## src/rtl/dsi_pkg.sv

```systemverilog
package dsi_pkg;
  localparam int unsigned DEF_N_CH = 8;
  typedef enum logic {SEL_CFG = 1'b0, SEL_DATA = 1'b1} reg_sel_e;
endpackage

```

## src/rtl/dsi_sync.sv

```systemverilog
module dsi_sync #(
  parameter int unsigned W = 1,
  parameter logic [W-1:0] RST_VAL = '0
) (
  input  logic         clk_i,
  input  logic         rst_ni,
  input  logic [W-1:0] d_i,
  output logic [W-1:0] q_o
);
  for (genvar b = 0; b < W; b++) begin : g_bit
    logic meta_q, sync_q;
    always_ff @(posedge clk_i or negedge rst_ni) begin
      if (!rst_ni) begin
        meta_q <= RST_VAL[b];
        sync_q <= RST_VAL[b];
      end else begin
        meta_q <= d_i[b];
        sync_q <= meta_q;
      end
    end
    assign q_o[b] = sync_q;
  end
endmodule

```

## src/rtl/dsi_edge.sv

```systemverilog
module dsi_edge #(
  parameter bit RISING  = 1'b1,
  parameter bit RST_VAL = 1'b0
) (
  input  logic clk_i,
  input  logic rst_ni,
  input  logic s_i,
  output logic edge_o
);
  logic prev_q;
  always_ff @(posedge clk_i or negedge rst_ni) begin
    if (!rst_ni) prev_q <= RST_VAL;
    else         prev_q <= s_i;
  end
  if (RISING) begin : g_rise
    assign edge_o = s_i & ~prev_q;
  end else begin : g_fall
    assign edge_o = ~s_i & prev_q;
  end
endmodule

```

## src/rtl/dsi_shreg.sv

```systemverilog
module dsi_shreg #(
  parameter int unsigned N = 8
) (
  input  logic         clk_i,
  input  logic         rst_ni,
  input  logic         load_i,
  input  logic [N-1:0] par_i,
  input  logic         shift_i,
  input  logic         sdi_i,
  output logic [N-1:0] q_o
);
  logic [N-1:0] q;
  always_ff @(posedge clk_i or negedge rst_ni) begin
    if (!rst_ni)      q <= '0;
    else if (load_i)  q <= par_i;
    else if (shift_i) q <= {q[N-2:0], sdi_i};
  end
  assign q_o = q;
endmodule

```

## src/rtl/dsi_latch.sv

```systemverilog
module dsi_latch #(
  parameter int unsigned N = 8
) (
  input  logic         clk_i,
  input  logic         rst_ni,
  input  logic         en_i,
  input  logic [N-1:0] d_i,
  output logic [N-1:0] q_o
);
  always_ff @(posedge clk_i or negedge rst_ni) begin
    if (!rst_ni)   q_o <= '0;
    else if (en_i) q_o <= d_i;
  end
endmodule

```

## src/rtl/dsi_discrete_if.sv

```systemverilog
module dsi_discrete_if
  import dsi_pkg::*;
#(
  parameter int unsigned N_CH = DEF_N_CH
) (
  input  logic            clk_i,
  input  logic            rst_ni,
  input  logic            cs_ni,
  input  logic            sclk_i,
  input  logic            sdi_i,
  input  logic            sel_i,
  input  logic [N_CH-1:0] chan_i,
  output logic            sdo_o,
  output logic            sdo_oe_o,
  output logic [N_CH-1:0] mode_o
);
  localparam int unsigned MSB = N_CH - 1;

  // pin order in the sync vector: {sdi, sel, sclk, cs}
  logic [3:0] pins_s;
  logic cs_s, sclk_s, sel_s, sdi_s;
  logic [N_CH-1:0] chan_s;
  reg_sel_e sel_e;

  dsi_sync #(.W(4), .RST_VAL(4'b0001)) u_sync_pins (
    .clk_i, .rst_ni, .d_i({sdi_i, sel_i, sclk_i, cs_ni}), .q_o(pins_s)
  );
  dsi_sync #(.W(N_CH), .RST_VAL('0)) u_sync_chan (
    .clk_i, .rst_ni, .d_i(chan_i), .q_o(chan_s)
  );

  assign cs_s   = pins_s[0];
  assign sclk_s = pins_s[1];
  assign sel_s  = pins_s[2];
  assign sdi_s  = pins_s[3];
  assign sel_e  = reg_sel_e'(sel_s);

  logic cs_rise, cs_fall, sclk_rise;
  dsi_edge #(.RISING(1'b1), .RST_VAL(1'b1)) u_cs_rise (
    .clk_i, .rst_ni, .s_i(cs_s), .edge_o(cs_rise)
  );
  dsi_edge #(.RISING(1'b0), .RST_VAL(1'b1)) u_cs_fall (
    .clk_i, .rst_ni, .s_i(cs_s), .edge_o(cs_fall)
  );
  dsi_edge #(.RISING(1'b1), .RST_VAL(1'b0)) u_sclk_rise (
    .clk_i, .rst_ni, .s_i(sclk_s), .edge_o(sclk_rise)
  );

  logic shift_evt, load_evt, latch_evt;
  assign shift_evt = sclk_rise & ~cs_s;
  assign load_evt  = cs_fall & (sel_e == SEL_DATA);
  assign latch_evt = cs_rise & (sel_e == SEL_CFG);

  logic [N_CH-1:0] data_q, cfg_q;
  dsi_shreg #(.N(N_CH)) u_data_reg (
    .clk_i, .rst_ni, .load_i(load_evt), .par_i(chan_s),
    .shift_i(shift_evt & (sel_e == SEL_DATA)), .sdi_i(sdi_s), .q_o(data_q)
  );
  dsi_shreg #(.N(N_CH)) u_cfg_reg (
    .clk_i, .rst_ni, .load_i(1'b0), .par_i('0),
    .shift_i(shift_evt & (sel_e == SEL_CFG)), .sdi_i(sdi_s), .q_o(cfg_q)
  );
  dsi_latch #(.N(N_CH)) u_mode_latch (
    .clk_i, .rst_ni, .en_i(latch_evt), .d_i(cfg_q), .q_o(mode_o)
  );

  assign sdo_o    = (sel_e == SEL_DATA) ? data_q[MSB] : cfg_q[MSB];
  assign sdo_oe_o = ~cs_s;
endmodule

```

## config.mk

```make
export PLATFORM = sky130hd
export DESIGN_NAME = dsi_discrete_if
export DESIGN_NICKNAME = d
export VERILOG_FILES = /design/src/rtl/dsi_pkg.sv /design/src/rtl/dsi_sync.sv /design/src/rtl/dsi_edge.sv /design/src/rtl/dsi_shreg.sv /design/src/rtl/dsi_latch.sv /design/src/rtl/dsi_discrete_if.sv
export SDC_FILE = /design/constraint.sdc
export NUM_CORES = 1
export LEC_CHECK = 0
export BUFFER_PORTS_ARGS = -buffer_cell sky130_fd_sc_hd__buf_4
export CAP_MARGIN = 25
export CORE_MARGIN = 4
export CORE_UTILIZATION = 35
export DETAILED_ROUTE_END_ITERATION = 12
export SYNTH_ARGS = -nofsm -noshare
export SYNTH_HDL_FRONTEND = slang
export SYNTH_SLANG_ARGS = --single-unit
```

## constraint.sdc

```tcl
create_clock -name clk_i -period 1.95 [get_ports clk_i]
set_input_delay 0.2925 -clock clk_i [delete_from_list [all_inputs] [get_ports clk_i]]
set_output_delay 0.2925 -clock clk_i [all_outputs]
set_load 0.02 [all_outputs]
```

==> metrics, run 1 <==
run status complete, but fails checks; failing checks negative hold slack; peak clock frequency supported by timing 0.598 GHz; Hold-fix buffers, CTS 0; count of clock tree sinks 50; total area of multi-input combinational cells approximately 420 sq um; post-layout net count 145; classification of the worst-slack hold path primary input to asynchronous set/reset pin; total overflow reported by the global router 0; pwr dens between 1000 and 1500 nW/um^2; Tmin final between 1.5 and 2 ns; number of distinct library cell variants in the gate-level netlist after synthesis 21; setup repair after global routing missed its margin no; number of buffers inserted during clock tree synthesis 5; post-route clock period utilization 0.858; Yosys warning total 0; Final WS setup 0.278 ns; leakage dissipation ~0.94 nW; sw power ~0.56 mW; number of H-tree levels 2; first-pass iteration count of the detailed router 4; cell area after synthesis between 1500 and 2000 sq um; DIE AREA approximately 6000 sq um; GRT Overall Usage 0.0982; worst-case headroom to the max-slew limit 0.607; Int Pwr ~1.7 mW; Die X just under 80 microns; required time of the critical path between 1.5 and 2 ns; global-route wire length before repair 4610 microns; Comb pwr share 0.142; DRC violation count after routing 0; Slew Viols, Final 0; post-synthesis register bit count 50; net count after synthesis 118; worst hold margin -0.0131 ns; clock latency on the worst-skew pair around 0.29 ns; aggregate negative setup slack 0 ns; layout cell share with drive strength beyond 1 0.424; Top Ports 24; Filler Cell Count around 440; core area approximately 4700 sq um; final setup vio count 0; DP Worst Slack 0.317 ns; gpl congestion 0.734; kind of start point of the critical path register; Final ANT Viol Nets 0; proportion of power drawn by the clock network 0.305; Post-CTS Setup Repair Bufs 0; final count of hold timing violations 13; number of instances resized during post-cts repair 0; Crit Path Max Fanout 7; critical path start-end classification register to output port; clock tree from TritonCTS yes; Worst Tran Pin Value slightly below 0.6 ns; number of cell rows 25; number of cells on the worst reg-to-reg path 3; pin count of the biggest net entering global routing 51; number of port buffers 23; combined flip-flop and latch cell area 1250 sq um; Iter 0 DRT Violations 19; antenna violations before repair 0; Via-to-Cell Ratio about 4.6; instance count after placement with tap cells included between 150 and 200; Synth Area per Inst 16.4 sq um; clock input transition at the sequential cells of the worst setup and hold paths 0.08 ns; diodes inserted 0; maxcap violations 0; via count of the first global-routing pass about 1000; switching share of total power 0.244; Worst IR Drop VDD 513 uV; non-filler cells, final between 150 and 200; sequential fraction of design power 0.553; Post-Syn Instances 104; Post-Route Skew roughly 0.0052 ns; detailed placer's ending HPWL between 1500 and 2000 microns; die outline height 77.9 microns; clock buffer depth 2; crit path DAT 1.38 ns; Synth-to-Final Area Change 20.4%; final routed wirelength across all metal layers ~2600 microns; Critical Path Sink Type output port; via count approximately 900; portion of the post-synthesis area used by sequential elements 0.735; Initial Utilization 0.362; library cell used as clock root buffer clkbuf_8; Routed WL per cell around 13 microns
-- state kept, by name, indices dropped and copies added, names as in the netlist --
register and count:
u_mode_latch.q_o 8, u_sync_pins.g_bit.meta_q 4, u_data_reg.q_o 8, u_sync_pins.g_bit.sync_q 4, u_cs_fall.prev_q 1, u_sclk_rise.prev_q 1
u_cfg_reg.q_o 8, u_sync_chan.g_bit.sync_q 8, u_sync_chan.g_bit.meta_q 8
-- cells in the final DEF (no fill, tap or decap), types with 2 or more instances in the layout --
master,netlist,layout
inv_1,2,2
mux2_2,17,17
clkbuf_8,0,5
clkinv_2,0,2
a21oi_1,6,6
o22ai_1,12,12
nor2_1,2,2
dfrtp_1,47,47
buf_4,0,24
dfstp_2,3,3
-- worst max-delay path: stages, from the launching register on --
cell and delay (ns):
dfrtp_1 0.55, mux2_2 0.38, buf_4 0.16
-- metal layers --
layer  global-route usage  share of wire  vias to the layer above
li1                     -              -                      428
met1                0.127           0.42                      453
met2                0.146           0.49                       28
met3               0.0325          0.056                        7
met4               0.0516          0.028                        0
met5                    0              0                        -
-- kinds of logic after synthesis --
family	after synthesis	share of synthesized area
buffers and inverters	6	0.0190
multiplexers	17	0.112
flip-flops	50	0.735
AO/OA/AOI/OAI	22	0.0828
AND/OR/NAND/NOR	9	0.0513
-- synth_stat cells, drive strengths merged --
library cell / n / share of area
o21a: 1 / 0.0044
o221a: 1 / 0.0066
nand3b: 1 / 0.0044
nand4bb: 1 / 0.0066
nor3b: 1 / 0.011
dfrtp: 47 / 0.69
nor3: 1 / 0.0095
nor2b: 2 / 0.012
nor2: 2 / 0.0044
a21oi: 6 / 0.018
a2bb2oi: 1 / 0.0051
buf: 3 / 0.012
mux2: 17 / 0.11
o22ai: 12 / 0.044
clkbuf: 1 / 0.0022
o2bb2ai: 1 / 0.0051
nand4: 1 / 0.0037
inv: 2 / 0.0044
dfstp: 3 / 0.046
-- worst paths after layout --
path / endpoint / start / slack (ns)
max in group asynchronous: u_mode_latch.q_o[2] / rst_ni / 1.55
setup / recovery: sdo_o / u_sync_pins.g_bit[2].sync_q / 0.28
setup reg to reg: u_mode_latch.q_o[1] / u_sync_pins.g_bit[0].sync_q / 0.35
hold reg to reg: u_sync_chan.g_bit[3].sync_q / u_sync_chan.g_bit[3].meta_q / 0.35
hold / removal: u_mode_latch.q_o[5] / rst_ni / -0.01
min in group clk_i: u_sync_pins.g_bit[1].meta_q / sclk_i / 0.10
-- cell type report --
type | count | area share
Clock buffer | 5 | 0.0335
Clock inverter | 3 | 0.0195
Timing Repair Buffer | 24 | 0.0876
Multi-Input combinational cell | 48 | 0.205
Tap cell | 67 | 0.0408
Sequential cell | 50 | 0.610
Inverter | 2 | 0.00365
-- power by group through the flow --
| stage | clock network [mW] | logic, mW | registers [mW] |
|---|---|---|---|
| 3_5_place_dp | 0 | 0.332 | 1.28 |
| 2_1_floorplan | 0 | 0.158 | 1.30 |
| 5_1_grt | 0.769 | 0.356 | 1.28 |
| 4_1_cts | 0.715 | 0.332 | 1.26 |
| 3_3_place_gp | 0 | 0.321 | 1.27 |
| 6_report | 0.697 | 0.325 | 1.26 |
-- per-stage QoR --
stage	hold slack, ns	power (mW)	utilization	cell area (sq um)
2_1_floorplan	-0.00309	1.46	-	1710
3_3_place_gp	0.331	1.59	0.412	1950
3_5_place_dp	0.335	1.61	0.412	1950
4_1_cts	0.0142	2.31	0.435	2060
5_1_grt	0.0399	2.41	0.435	2060
6_report	-0.0131	2.29	0.435	2060
(Power assumes the default switching activity.)
==> inputs of run 2 (changes only) <==
--- a/config.mk
+++ b/config.mk
@@ -10,6 +10,7 @@
 export CORE_MARGIN = 4
 export CORE_UTILIZATION = 35
 export DETAILED_ROUTE_END_ITERATION = 12
+export RECOVER_POWER = 100
 export SYNTH_ARGS = -nofsm -noshare
 export SYNTH_HDL_FRONTEND = slang
 export SYNTH_SLANG_ARGS = --single-unit
==> run 2 against run 1 <==
Against the previous run:
- the run now ends clean
- non-clock buffer count stayed put
- sequential share of layout area grew 1.5 points
- first-iteration DRC count grew 5.3%
- setup slack got worse by 0.048 ns
- clock skew hardly changed
- count of clock-buffer cells in the layout is the same
- cell area decreased by 2.4%
- die area unchanged
- critical endpoint is now u_cfg_reg.q_o[2]
- largest cell class unchanged
- largest power group unchanged
==> metrics, run 2 (synthesis results as in run 1) <==
run status completed; via count of the first global-routing pass 972 (unchanged); DIE AREA 6060 sq um (unchanged); required time of the critical path 2.13 ns (+0.47 ns); crit path DAT 1.90 ns (+0.52 ns); final routed wirelength across all metal layers 2640 microns (+0.42%); DP Worst Slack 0.317 ns (unchanged); leakage dissipation 0.888 nW (-5.5%); number of instances resized during post-cts repair 0 (unchanged); final setup vio count 0 (unchanged); count of clock tree sinks 50 (unchanged); first-pass iteration count of the detailed router 4 (unchanged); number of H-tree levels 2 (unchanged); classification of the worst-slack hold path primary input to register; combined flip-flop and latch cell area 1250 sq um (unchanged); critical path start-end classification register to register; Final WS setup 0.230 ns (-0.0476 ns); layout cell share with drive strength beyond 1 0.333 (-0.0909); Hold-fix buffers, CTS 0 (unchanged); die outline height 77.9 microns (unchanged); number of port buffers 23 (unchanged); gpl congestion 0.734 (unchanged); via count 916 (unchanged); GRT Overall Usage 0.0982 (unchanged); worst-case headroom to the max-slew limit 0.233 (-0.374); clock tree from TritonCTS yes; Post-Route Skew 0.00498 ns (-0.000225 ns); Synth-to-Final Area Change 17.4%; detailed placer's ending HPWL 1770 microns (unchanged); Die X 77.9 microns (unchanged); most common cell after layout, fill and taps aside dfrtp_1; final count of hold timing violations 0 (-13); worst hold margin 0.101 ns (+0.114 ns); Worst Tran Pin Value 1.15 ns (+0.561 ns); diodes inserted 0 (unchanged); global-route wire length before repair 4610 microns (unchanged); non-filler cells, final 199 (unchanged); Final ANT Viol Nets 0 (unchanged); Tmin final 1.72 ns (+0.0476 ns); antenna violations before repair 0 (unchanged); library cell used as clock root buffer clkbuf_8; peak clock frequency supported by timing 0.581 GHz (-2.8%); Crit Path Max Fanout 10 (+3); Iter 0 DRT Violations 20 (+1); Worst IR Drop VDD 511 uV (-0.29%); post-route clock period utilization 0.882 (+0.0244); kind of start point of the critical path register; Slew Viols, Final 0 (unchanged); maxcap violations 0 (unchanged); clock latency on the worst-skew pair 0.29 ns (about the same); pwr dens 1120 nW/um^2 (+0.55%); total area of multi-input combinational cells 414 sq um (-1.5%); core area 4720 sq um (unchanged); number of buffers inserted during clock tree synthesis 5 (unchanged); Top Ports 24 (unchanged); setup repair after global routing missed its margin no; DRC violation count after routing 0 (unchanged); most frequent cells in the layout dfrtp_1, mux2_2, o22ai_1, clkbuf_4, clkbuf_1; instance count after placement with tap cells included 191 (unchanged); Initial Utilization 0.362 (unchanged); Critical Path Sink Type register; post-layout net count 145 (unchanged); clock input transition at the sequential cells of the worst setup and hold paths 0.09 ns (about the same); Filler Cell Count 439 (+0.92%); total overflow reported by the global router 0 (unchanged); number of cell rows 25 (unchanged); aggregate negative setup slack 0 ns (unchanged); Routed WL per cell 13.3 microns (+0.42%); clock buffer depth 2 (unchanged); Via-to-Cell Ratio 4.60 (unchanged); Post-CTS Setup Repair Bufs 0 (unchanged); pin count of the biggest net entering global routing 51 (unchanged)
run 2: layout make-up:
| cell class | count | area share |
|---|---|---|
| Inverter | 2 | 0.00374 |
| Clock inverter | 3 | 0.0200 |
| Timing Repair Buffer | 24 | 0.0680 |
| Multi-Input combinational cell | 48 | 0.206 |
| Sequential cell | 50 | 0.626 |
| Clock buffer | 5 | 0.0343 |
| Tap cell | 67 | 0.0418 |
run 2: metal layers:
metal	GRT usage	routed length [microns]	vias to the layer above
met5	0	0	-
met4	0.0516	75	0
met3	0.0325	143	7
met2	0.146	1290	28
met1	0.127	1130	454
li1	-	-	427
run 2: where the power goes:
| part | switching, mW | internal (mW) | total (mW) |
|---|---|---|---|
| Combinational | 0.150 | 0.136 | 0.286 |
| Clock | 0.318 | 0.377 | 0.695 |
| Sequential | 0.0872 | 1.17 | 1.26 |
run 2: worst max-delay path, stage by stage, from the launching register on:
cell	delay, ns
dfrtp_1	0.41
nor2b_4	0.23
nor3b_2	0.56
mux2_2	0.41
run 2: worst paths after layout:
check,start,cells past startpoint,slack (ns),end
max reg2reg,u_sclk_rise.prev_q,3,0.23,u_cfg_reg.q_o[2]
max in group asynchronous,rst_ni,1,1.03,u_mode_latch.q_o[2]
min reg2reg,u_sync_chan.g_bit[3].meta_q,0,0.35,u_sync_chan.g_bit[3].sync_q
min,cs_ni,1,0.10,u_sync_pins.g_bit[0].meta_q
min in group asynchronous,rst_ni,1,0.21,u_mode_latch.q_o[5]
max,u_sclk_rise.prev_q,3,0.23,u_cfg_reg.q_o[2]
run 2: stage by stage:
step | utilization | instance area (sq um) | total power, mW
2_1_floorplan | - | 1710 | 1.46
3_3_place_gp | 0.412 | 1950 | 1.59
3_5_place_dp | 0.412 | 1950 | 1.61
4_1_cts | 0.435 | 2060 | 2.31
5_1_grt | 0.425 | 2010 | 2.37
6_report | 0.425 | 2010 | 2.24
